[src/rtl/dbgc_pkg.sv]
package dbgc_pkg;
   typedef enum logic {
      DIR_RD = 1'b0,
      DIR_WR = 1'b1
   } dir_e;
endpackage

[src/rtl/dbgc_scan.sv]
module dbgc_scan #(
   parameter int DATA_W     = 32,
   parameter int ADDR_W     = 5,
   parameter bit TDO_RETIME = 1'b0,
   localparam int CH_W      = DATA_W + ADDR_W + 1
) (
   input  logic              tck,
   input  logic              rst_n,
   input  logic              tdi,
   input  logic              capture,
   input  logic              shift,
   input  logic [DATA_W-1:0] cap_data,
   output logic [CH_W-1:0]   chain,
   output logic              tdo
);
   always_ff @(posedge tck or negedge rst_n) begin
      if (!rst_n) begin
         chain <= '0;
      end else if (capture) begin
         chain <= {{(ADDR_W+1){1'b0}}, cap_data};
      end else if (shift) begin
         chain <= {tdi, chain[CH_W-1:1]};
      end
   end

   generate
      if (TDO_RETIME) begin : g_tdo_neg
         logic tdo_q;
         always_ff @(negedge tck or negedge rst_n) begin
            if (!rst_n) tdo_q <= 1'b0;
            else        tdo_q <= chain[0];
         end
         assign tdo = tdo_q;
      end else begin : g_tdo_comb
         assign tdo = chain[0];
      end
   endgenerate


   cap_hdr_zero_chk: assert property (@(posedge tck) disable iff (!rst_n)
      capture |=> (chain[CH_W-1:DATA_W] == '0));

   cap_data_chk: assert property (@(posedge tck) disable iff (!rst_n)
      capture |=> (chain[DATA_W-1:0] == $past(cap_data)));
endmodule

[src/rtl/dbgc_regs.sv]
module dbgc_regs
   import dbgc_pkg::*;
#(
   parameter int DATA_W    = 32,
   parameter int ADDR_W    = 5,
   parameter int CTRL_ADDR = 4,
   parameter int DATA_ADDR = 5,
   parameter int FLAG_BIT  = 1
) (
   input  logic              tck,
   input  logic              rst_n,
   input  logic              update,
   input  dir_e              req_dir,
   input  logic [ADDR_W-1:0] req_addr,
   input  logic [DATA_W-1:0] req_data,
   input  logic              cpu_wr,
   input  logic [DATA_W-1:0] cpu_wdata,
   output logic [DATA_W-1:0] rd_latch,
   output logic              flag,
   output logic              h2c_valid,
   output logic [DATA_W-1:0] h2c_data
);
   localparam logic [ADDR_W-1:0] A_CTRL = ADDR_W'(CTRL_ADDR);
   localparam logic [ADDR_W-1:0] A_DATA = ADDR_W'(DATA_ADDR);

   logic [DATA_W-1:0] mbox;
   logic [DATA_W-1:0] status_w;
   logic [DATA_W-1:0] rd_sel;
   logic              hit_ctrl, hit_data, do_rd, do_wr, rd_clear;

   assign hit_ctrl = (req_addr == A_CTRL);
   assign hit_data = (req_addr == A_DATA);
   assign do_rd    = update && (req_dir == DIR_RD);
   assign do_wr    = update && (req_dir == DIR_WR) && hit_data;
   assign rd_clear = do_rd && hit_data;

   always_comb begin
      status_w           = '0;
      status_w[FLAG_BIT] = flag;
      if (hit_ctrl)      rd_sel = status_w;
      else if (hit_data) rd_sel = mbox;
      else               rd_sel = '0;
   end

   always_ff @(posedge tck or negedge rst_n) begin
      if (!rst_n) begin
         rd_latch  <= '0;
         flag      <= 1'b0;
         mbox      <= '0;
         h2c_valid <= 1'b0;
         h2c_data  <= '0;
      end else begin
         h2c_valid <= do_wr;
         if (do_wr) h2c_data <= req_data;
         if (do_rd) rd_latch <= rd_sel;
         if (cpu_wr) begin
            mbox <= cpu_wdata;
            flag <= 1'b1;
         end else if (rd_clear) begin
            flag <= 1'b0;
         end
      end
   end


   flag_set_chk: assert property (@(posedge tck) disable iff (!rst_n)
      cpu_wr |=> flag);

   flag_clr_chk: assert property (@(posedge tck) disable iff (!rst_n)
      (update && req_dir == DIR_RD && req_addr == A_DATA && !cpu_wr) |=> !flag);

   pulse_src_chk: assert property (@(posedge tck) disable iff (!rst_n)
      h2c_valid |-> $past(update));

   ignored_wr_chk: assert property (@(posedge tck) disable iff (!rst_n)
      (update && req_dir == DIR_WR && req_addr != A_DATA) |=> !h2c_valid);

   latch_hold_chk: assert property (@(posedge tck) disable iff (!rst_n)
      !update |=> $stable(rd_latch));

   flag_hold_chk: assert property (@(posedge tck) disable iff (!rst_n)
      (!update && !cpu_wr) |=> $stable(flag));
endmodule

[src/rtl/dbgc_top.sv]
module dbgc_top
   import dbgc_pkg::*;
#(
   parameter int DATA_W     = 32,
   parameter int ADDR_W     = 5,
   parameter int CTRL_ADDR  = 4,
   parameter int DATA_ADDR  = 5,
   parameter int FLAG_BIT   = 1,
   parameter bit TDO_RETIME = 1'b0
) (
   input  logic              tck,
   input  logic              rst_n,
   input  logic              tdi,
   output logic              tdo,
   input  logic              capture_dr,
   input  logic              shift_dr,
   input  logic              update_dr,
   input  logic              cpu_wr,
   input  logic [DATA_W-1:0] cpu_wdata,
   output logic              word_avail,
   output logic              h2c_valid,
   output logic [DATA_W-1:0] h2c_data
);
   localparam int CH_W = DATA_W + ADDR_W + 1;

   generate
      if (FLAG_BIT >= DATA_W) begin : g_bad_flag
         $error("flag bit lies outside the data word");
      end
      if (CTRL_ADDR == DATA_ADDR) begin : g_bad_map
         $error("status and mailbox addresses collide");
      end
      if (CTRL_ADDR >= (1 << ADDR_W) || DATA_ADDR >= (1 << ADDR_W)) begin : g_bad_addr
         $error("register address does not fit the address field");
      end
   endgenerate

   logic [CH_W-1:0]   chain;
   logic [DATA_W-1:0] rd_latch;
   dir_e              req_dir;

   assign req_dir = dir_e'(chain[CH_W-1]);

   dbgc_scan #(
      .DATA_W(DATA_W), .ADDR_W(ADDR_W), .TDO_RETIME(TDO_RETIME)
   ) u_scan (
      .tck(tck), .rst_n(rst_n), .tdi(tdi),
      .capture(capture_dr), .shift(shift_dr),
      .cap_data(rd_latch), .chain(chain), .tdo(tdo)
   );

   dbgc_regs #(
      .DATA_W(DATA_W), .ADDR_W(ADDR_W), .CTRL_ADDR(CTRL_ADDR),
      .DATA_ADDR(DATA_ADDR), .FLAG_BIT(FLAG_BIT)
   ) u_regs (
      .tck(tck), .rst_n(rst_n), .update(update_dr),
      .req_dir(req_dir), .req_addr(chain[CH_W-2:DATA_W]),
      .req_data(chain[DATA_W-1:0]),
      .cpu_wr(cpu_wr), .cpu_wdata(cpu_wdata),
      .rd_latch(rd_latch), .flag(word_avail),
      .h2c_valid(h2c_valid), .h2c_data(h2c_data)
   );


   rst_quiet_chk: assert property (@(posedge tck)
      $rose(rst_n) |-> (!word_avail && !h2c_valid));
endmodule

[config.mk]
export PLATFORM = sky130hd
export DESIGN_NAME = dbgc_top
export DESIGN_NICKNAME = d
export VERILOG_FILES = /design/src/rtl/dbgc_pkg.sv /design/src/rtl/dbgc_scan.sv /design/src/rtl/dbgc_regs.sv /design/src/rtl/dbgc_top.sv
export SDC_FILE = /design/constraint.sdc
export NUM_CORES = 1
export LEC_CHECK = 0
export BUFFER_PORTS_ARGS = -buffer_cell sky130_fd_sc_hd__buf_4
export CAP_MARGIN = 10
export CORE_AREA = 10 10 127 141
export DETAILED_ROUTE_END_ITERATION = 8
export DIE_AREA = 0 0 137 151
export PLACE_DENSITY = 0.57
export SKIP_CTS_REPAIR_TIMING = 1
export SKIP_LAST_GASP = 1
export SYNTH_ARGS = -nofsm -noshare
export SYNTH_HDL_FRONTEND = slang
export SYNTH_SLANG_ARGS = --single-unit
export TNS_END_PERCENT = 10
[constraint.sdc]
create_clock -name tck -period 2 [get_ports tck]
set_clock_uncertainty 0.05 [all_clocks]
set_input_delay 0.3 -clock tck [delete_from_list [all_inputs] [get_ports tck]]
set_output_delay 0.3 -clock tck [all_outputs]
set_load 0.03 [all_outputs]
After elaboration in Yosys (flattened, before gate mapping):

Cells that the tools add are included.
Widths: inputs -> output; s select.

* register bits: 136
* input port bits: 39
* word-level logic and storage cells: 21

* equality and inequality tests: 2
* mux-type cells: 6
* bitwise operators: 1
* reduce and logical (&&, ||, !) cells: 6

Operator list (number)
* $mux 38: 2
* $mux 32: 2
* $eq 5x3->1 const B: 2
* $logic_and 1x1->1: 4
* $reduce_bool 2->1: 2
* $mux 1: 2
* $not 1->1: 1

Logic depth before layout (Yosys ltp):

Gate-level depths: netlist of run 1.

* word-level depth: 5
* depth in mapped cells: 5
* mapped depth without buffers: 3

Modules after synthesis:

From an unflattened synthesis of run 1, not the netlist that was laid out.

* cells, all modules: 443
* area total of the unflattened synthesis: 5652.9 µm²

By module, submodules not included
* dbgc_regs: times used 1, cells an instance 284, area each 3918.8 µm², seq. area each 2452.4 µm²
* dbgc_scan: times used 1, cells an instance 159, area each 1734.2 µm², seq. area each 950.9 µm²

Worst setup path before layout of run 1:

OpenSTA, ideal clock, no wires.

* path type: flip-flop to flip-flop
* start point: register u_scan.chain[36]
* end point: register u_regs.h2c_data[10]
* library setup time: 0.125 ns
* arrival: 1.609 ns
* data required time: 1.825 ns
* setup slack: 0.215 ns
* cell stages (with the launch flop): 5
* period minus slack after synthesis: 1.785 ns
* cell sequence: dfrtp_1 or4b_4 nor2_8 buf_12 mux2_4

* word-level cells in the longest chain between the ends: 2

RTL lines
* start, declared: RTL line dbgc_scan.sv:13 `output logic [CH_W-1:0] chain,`
* start signal, assigned: RTL line dbgc_scan.sv:20 `chain <= {{(ADDR_W+1){1'b0}}, cap_data};`
* start signal, assigned: RTL line dbgc_scan.sv:22 `chain <= {tdi, chain[CH_W-1:1]};`
* $eq 5x3->1: RTL line dbgc_regs.sv:32 `assign hit_data = (req_addr == A_DATA);`
* $logic_and 1x1->1: RTL line dbgc_regs.sv:34 `assign do_wr = update && (req_dir == DIR_WR) && hit_data;`
* end signal, assigned: RTL line dbgc_regs.sv:54 `if (do_wr) h2c_data <= req_data;`
* end, declared: RTL line dbgc_regs.sv:21 `output logic [DATA_W-1:0] h2c_data`

No other way between the ends.
A chain may end at the register's enable or synchronous reset.

Final worst setup path of run 1:

* start point: register u_scan.chain[36]
* end point: register u_regs.h2c_data[22]

Same word-level chain as after synthesis.

==> results of run 1 <==
-- path summary, 6_finish.rpt --
path	startpoint	end	cells after the start
min in group asynchronous	rst_n	u_regs.h2c_data[26]$_DFFE_PN0P_	2
setup reg to reg	u_scan.chain[36]$_DFFE_PN0P_	u_regs.h2c_data[22]$_DFFE_PN0P_	4
setup / recovery	u_scan.chain[36]$_DFFE_PN0P_	u_regs.h2c_data[22]$_DFFE_PN0P_	4
max in group asynchronous	rst_n	u_regs.mbox[14]$_DFFE_PN0P_	3
hold / removal	cpu_wdata[8]	u_regs.mbox[8]$_DFFE_PN0P_	2
hold reg to reg	u_regs.rd_latch[21]$_DFFE_PN0P_	u_regs.rd_latch[21]$_DFFE_PN0P_	2
-- Yosys cell counts --
library cell / instances / share of area, %
inv_1: 1 / 0.067
buf_6: 3 / 0.60
buf_2: 4 / 0.36
o21ai_0: 33 / 2.9
or4b_4: 1 / 0.25
nand2_1: 95 / 6.4
or2_4: 1 / 0.16
nand2b_1: 2 / 0.22
o21ai_2: 4 / 0.63
clkbuf_1: 19 / 1.3
nor2_1: 6 / 0.40
buf_12: 3 / 1.1
nand3_1: 1 / 0.089
mux2_2: 35 / 7.0
nor2_8: 1 / 0.36
mux2i_1: 39 / 7.0
nor2b_1: 1 / 0.11
mux2_4: 29 / 7.8
o31ai_1: 2 / 0.27
o21ai_1: 26 / 2.3
dfrtp_1: 136 / 61
-- per-layer routing --
layer	GRT usage [%]	up-vias	routed length, um
li1	-	1656	-
met1	13.31	1636	4845
met2	18.76	70	5423
met3	3.645	18	630
met4	6.171	0	258
met5	0	-	0
-- cell type report --
| type | instances | share of cell area, % |
|---|---|---|
| Sequential cell | 136 | 48.60 |
| Multi-Input combinational cell | 276 | 28.75 |
| Timing Repair Buffer | 84 | 9.987 |
| Clock buffer | 23 | 6.682 |
| Tap cell | 196 | 3.502 |
| Clock inverter | 9 | 2.430 |
| Inverter | 1 | 0.05360 |
-- report_power, final --
part	internal, mW	switching, mW
combinational	0.152	0.176
sequential	2.82	0.0382
clock	2.27	1.10
total	5.24	1.32
-- cells by family after synthesis --
group                  synth area share (%)
AOI/OAI and AO/OA                     6.163
muxes                                 21.77
and+or+nand+nor                       7.950
DFF                                   60.74
buffers and inverters                 3.372
-- through the flow --
| step | setup WS, ns | total power [mW] |
|---|---|---|
| after floorplan | 0.2154 | 3.070 |
| after global placement | 0.1416 | 3.236 |
| after detailed placement | 0.1047 | 3.245 |
| after CTS | 0.09579 | 6.645 |
| after global routing | 0.04940 | 6.796 |
| final | 0.1022 | 6.558 |
-- critical path, cell delays in order, from the launching register on --
cell and delay [ns]:
dfrtp_1 0.39, or4b_4 0.60, nor2_8 0.18, buf_4 0.23
mux2_4 0.32
-- state kept, by name (all words and copies together), names as in the netlist --
register	cells
u_regs.mbox	32
u_regs.h2c_data	32
u_regs.rd_latch	32
u_regs.h2c_valid	1
u_scan.chain	38
u_regs.flag	1
==> results.md, run 1 <==
* Tcrit/Tclk final at 94.89%
* Io pins at 74
* Height of the die at ~150 um
* Layout area overhead at 24.99%
* Placed Area at 6355 um^2
* Unrepaired setup endpoints after global routing: no
* Die X-Extent at 137 um
* Fin cells at 725
* Post-Syn Nets at between 400 and 500
* First DRT Iteration DRCs at 189
* Number of max-cap violations at 0
* Drt drc at 0
* CP Class: flip-flop to flip-flop
* Lkg Pwr at 3.338 nW
* Commonest non-fill, non-tap cells in the layout: dfrtp_1 (136), nand2_1 (95), buf_4 (77)
* Worst path arrival time at 2.15 ns
* Hold Path Class: primary input to flip-flop
* Syn Area/Cell at approximately 13 um^2
* Vias/cell at 4.662
* Sequential area share after synthesis at 60.74%
* GR Overflow Total at 0
* R2r setup slk at 0.10 ns
* Slew of the pin with the lowest slew margin at about 0.58 ns
* Post-DRT Antenna Nets at 0
* Row count at 47
* Reg clk slew, reported paths at 0.06 ns
* Crit path max fanout at 9
* Run status: complete, no violations
* Fin. Hold Viols at 0
* Vias in the first global route at 3647
* Layout Nets at 555
* Area of the multi-input gates at 2013 um^2
* Final Setup Violations at 0
* Initial antenna violation count at 0
* CTS max path bufs at 2
* Inst Count DP at around 700
* Ant. Diodes at 0
* GPL Wtd Cong at a little over 0.7
* Area of the mapped netlist at between 5000 and 6000 um^2
* Gate Count Post-Synth at 442
* Post-DP HPWL at between 7 and 8 mm
* Total negative slack at 0 ns
* GRT Util Overall at 11.54%
* Port Buffers at 73
* Yosys warns at 0
* Post-layout min period at about 1.9 ns
* Min Hold Slack at 0.05604 ns
* CTS tree: done
* Flops & latches, synth at ~140
* Wire per inst at about 15 um
* Sink Count at 136
* Pwr Density at approximately 940 nW/um^2
* FILL cells at 1405
* Peak Freq at roughly 530 MHz
* Most common cell after layout, fill and taps aside: dfrtp_1
* Pin count of the biggest net entering global routing at just over 70
* Core area at 14940 um^2
* Root Buffer: clkbuf_16
* Num CTS Buffers at 17
* Worst-Skew Late Latency at between 0.4 and 0.5 ns
* Final core utilization at 46.88%
* Slew HR at 61.01%
* Global-route wire length before repair at roughly 18 mm
* Setup crit start kind: flip-flop
* CP Data Required Time at 2.25 ns
* First drt pass iteration count at 4
* VDD IR-drop max at 0.0006516 V
* Die Area at 20690 um^2
* H-tree depth at 4
* Initial Util at a little under two fifths
* Final WL at 11.16 mm
* Setup crit end kind: flip-flop
* Cell variety after synth at 21
* Layout cells sized above 1 at between 30% and 40%
* Final instance area at 7003 um^2
* Fin. max-slew vios at 0
* Via count at 3380
* Seq. cell area at 3403 um^2
Power figures use the tool's default switching activity.
==> inputs of run 2 (changes only) <==
--- a/config.mk
+++ b/config.mk
@@ -5,11 +5,11 @@
 export SDC_FILE = /design/constraint.sdc
 export NUM_CORES = 1
 export LEC_CHECK = 0
-export BUFFER_PORTS_ARGS = -buffer_cell sky130_fd_sc_hd__buf_4
+export BUFFER_PORTS_ARGS = -buffer_cell sky130_fd_sc_hd__buf_2
 export CAP_MARGIN = 10
-export CORE_AREA = 10 10 127 141
+export CORE_AREA = 8 8 125 139
 export DETAILED_ROUTE_END_ITERATION = 8
-export DIE_AREA = 0 0 137 151
+export DIE_AREA = 0 0 133 147
 export PLACE_DENSITY = 0.57
 export SKIP_CTS_REPAIR_TIMING = 1
 export SKIP_LAST_GASP = 1
==> results.md, run 2 (synthesis gave the netlist of run 1 again) <==
* Tot Pwr at 6.141 mW (-6.4%)
* Lkg Pwr at 3.285 nW (-1.6%)
* Tcrit/Tclk final at 93.10% (-1.8 points)
* Sw frac at 21.14% (+1.1 points)
* Vias in the first global route at 3545 (-2.8%)
* Setup crit end kind: flip-flop
* Final WL at 10.76 mm (-3.5%)
* H-tree depth at 4 (unchanged)
* P_int at 4.843 mW (-7.6%)
* Die X-Extent at 133 um (-2.9%)
* Post-DRT Antenna Nets at 0 (unchanged)
* Net Sw Power at 1.299 mW (-1.4%)
* Height of the die at 147 um (-2.6%)
* GPL Wtd Cong at 0.7268 (+0.68%)
* Root Buffer: clkbuf_16
* Initial Util at 36.87% (-0.64 points)
* Logic gate share of total power at 5.1% (about the same)
* First drt pass iteration count at 4 (unchanged)
* Port Buffers at 73 (unchanged)
* Buf+Inv Stages, Crit Path at 1 (unchanged)
* Die Area at 19550 um^2 (-5.5%)
* Worst-Skew Late Latency at 0.41 ns (about the same)
* GR Overflow Total at 0 (unchanged)
* Core area at 15190 um^2 (+1.7%)
* Number of max-cap violations at 0 (unchanged)
* Inst Count DP at 698 (+0.87%)
* Reg clk slew, reported paths at 0.06 ns (about the same)
* Sink Count at 136 (unchanged)
* Pwr Density at 905.6 nW/um^2 (-3.3%)
* Clock Power Share at 48.3% (-3.1 points)
* Delay-heaviest family, CP: simple AND/OR/NAND/NOR gates
* Hold Path Class: primary input to flip-flop
* CP Class: flip-flop to flip-flop
* First DRT Iteration DRCs at 148 (-22%)
* CP Data Required Time at 2.24 ns (about the same)
* Via count at 3309 (-2.1%)
* Ant. Diodes at 0 (unchanged)
* CTS max path bufs at 2 (unchanged)
* Pre-CTS WS at 0.1325 ns (+0.02779 ns)
* GRT Util Overall at 11.81% (+0.27 points)
* Slowest cell on crit path: or4b_4
* Commonest non-fill, non-tap cells in the layout: dfrtp_1 (136), nand2_1 (95), buf_2 (72)
* Wire per inst at 14.74 um (-4.2%)
* Reg power frac at 46.6% (+3.0 points)
* CTS tree: done
* Fin. Hold Viols at 0 (unchanged)
* Worst path arrival time at 2.10 ns (-0.05 ns)
* Layout area overhead at 21.04%
* Setup crit start kind: flip-flop
* Most common cell after layout, fill and taps aside: dfrtp_1
* CP cell instances: or4b_4 > nor2_8 > buf_12 > mux2_2
* Initial antenna violation count at 0 (unchanged)
* Post-DP HPWL at 7.543 mm (-2.2%)
* Run status: complete, no violations
* Num CTS Buffers at 17 (unchanged)
* Fin. max-slew vios at 0 (unchanged)
* Placed Area at 6207 um^2 (-2.3%)
* Row count at 48 (+2.1%)
* Peak Freq at 537.0 MHz (+1.9%)
* Slew HR at 65.09% (+4.1 points)
* Drt drc at 0 (unchanged)
* Max stage delay on crit path at 0.60 ns (about the same)
* Unrepaired setup endpoints after global routing: no
* Final Setup Violations at 0 (unchanged)
* Layout Nets at 557 (+0.36%)
* Final WS setup at 0.1379 ns (+0.03577 ns)
* Pin count of the biggest net entering global routing at 71 (unchanged)
* Io pins at 74 (unchanged)
* Layout cells sized above 1 at 34.91% (+0.31 points)
* Vias/cell at 4.533 (-2.8%)
* Final instance area at 6782 um^2 (-3.2%)
* Most flops, register: u_scan.chain
* Fin cells at 730 (+0.69%)
* Post-layout min period at 1.862 ns (-0.03577 ns)
* Crit path max fanout at 23 (+14)
* Global-route wire length before repair at 18.33 mm (-0.75%)
* Max reg flops at 38 (unchanged)
* Slew of the pin with the lowest slew margin at 0.5236 ns (-0.06130 ns)
* Total negative slack at 0 ns (unchanged)
* VDD IR-drop max at 0.0005531 V (-15%)
run 2: cell types whose count changed in the layout (fill, tap and decap cells not counted), sizes merged:
cell,previous run,this run
clkinv,4,5
clkinvlp,0,2
buf,83,85
bufinv,5,2
clkbuf,23,22
run 2: layout make-up:
class,count,area (um^2)
fill,1434,8413
sequential,136,3403
multi-input combinational,276,2013
timing repair buffer,86,546.8
clock buffer,22,464.2
tap,200,250.2
clock inverter,9,100.1
inverter,1,3.754
run 2: per-stage QoR:
stage / utilization [%] / hold WS, ns
floorplan: - / -0.04559
global placement: 40.85 / 0.2014
detailed placement: 40.85 / 0.2088
CTS: 44.57 / -0.2359
global route: 44.63 / 0.04899
finish: 44.63 / 0.07023
run 2: path summary, 6_finish.rpt:
kind / depth (start not counted) / start / slack, ns / end
setup / recovery: 4 / u_scan.chain[36]$_DFFE_PN0P_ / 0.14 / u_regs.h2c_data[0]$_DFFE_PN0P_
hold / removal: 2 / cpu_wdata[1] / 0.07 / u_regs.mbox[1]$_DFFE_PN0P_
setup reg to reg: 4 / u_scan.chain[36]$_DFFE_PN0P_ / 0.14 / u_regs.h2c_data[0]$_DFFE_PN0P_
hold reg to reg: 2 / u_regs.rd_latch[22]$_DFFE_PN0P_ / 0.43 / u_scan.chain[22]$_DFFE_PN0P_
max in group asynchronous: 3 / rst_n / 0.95 / u_regs.mbox[25]$_DFFE_PN0P_
min in group asynchronous: 2 / rst_n / 0.34 / u_regs.rd_latch[9]$_DFFE_PN0P_
run 2: per-layer routing:
metal | wire length [um] | vias to the layer above | global-route usage (%)
met3 | 410 | 15 | 3.825
met5 | 0 | - | 0
met2 | 5310 | 66 | 19.06
met4 | 210 | 0 | 5.003
met1 | 4831 | 1566 | 14.21
li1 | - | 1662 | -
run 2: power by group through the flow:
stage	combinational (mW)	clock, mW	sequential, mW
3_3_place_gp	0.317	0	2.91
2_1_floorplan	0.175	0	2.89
3_5_place_dp	0.325	0	2.91
6_report	0.315	2.96	2.86
4_1_cts	0.325	3.04	2.86
5_1_grt	0.355	3.17	2.87
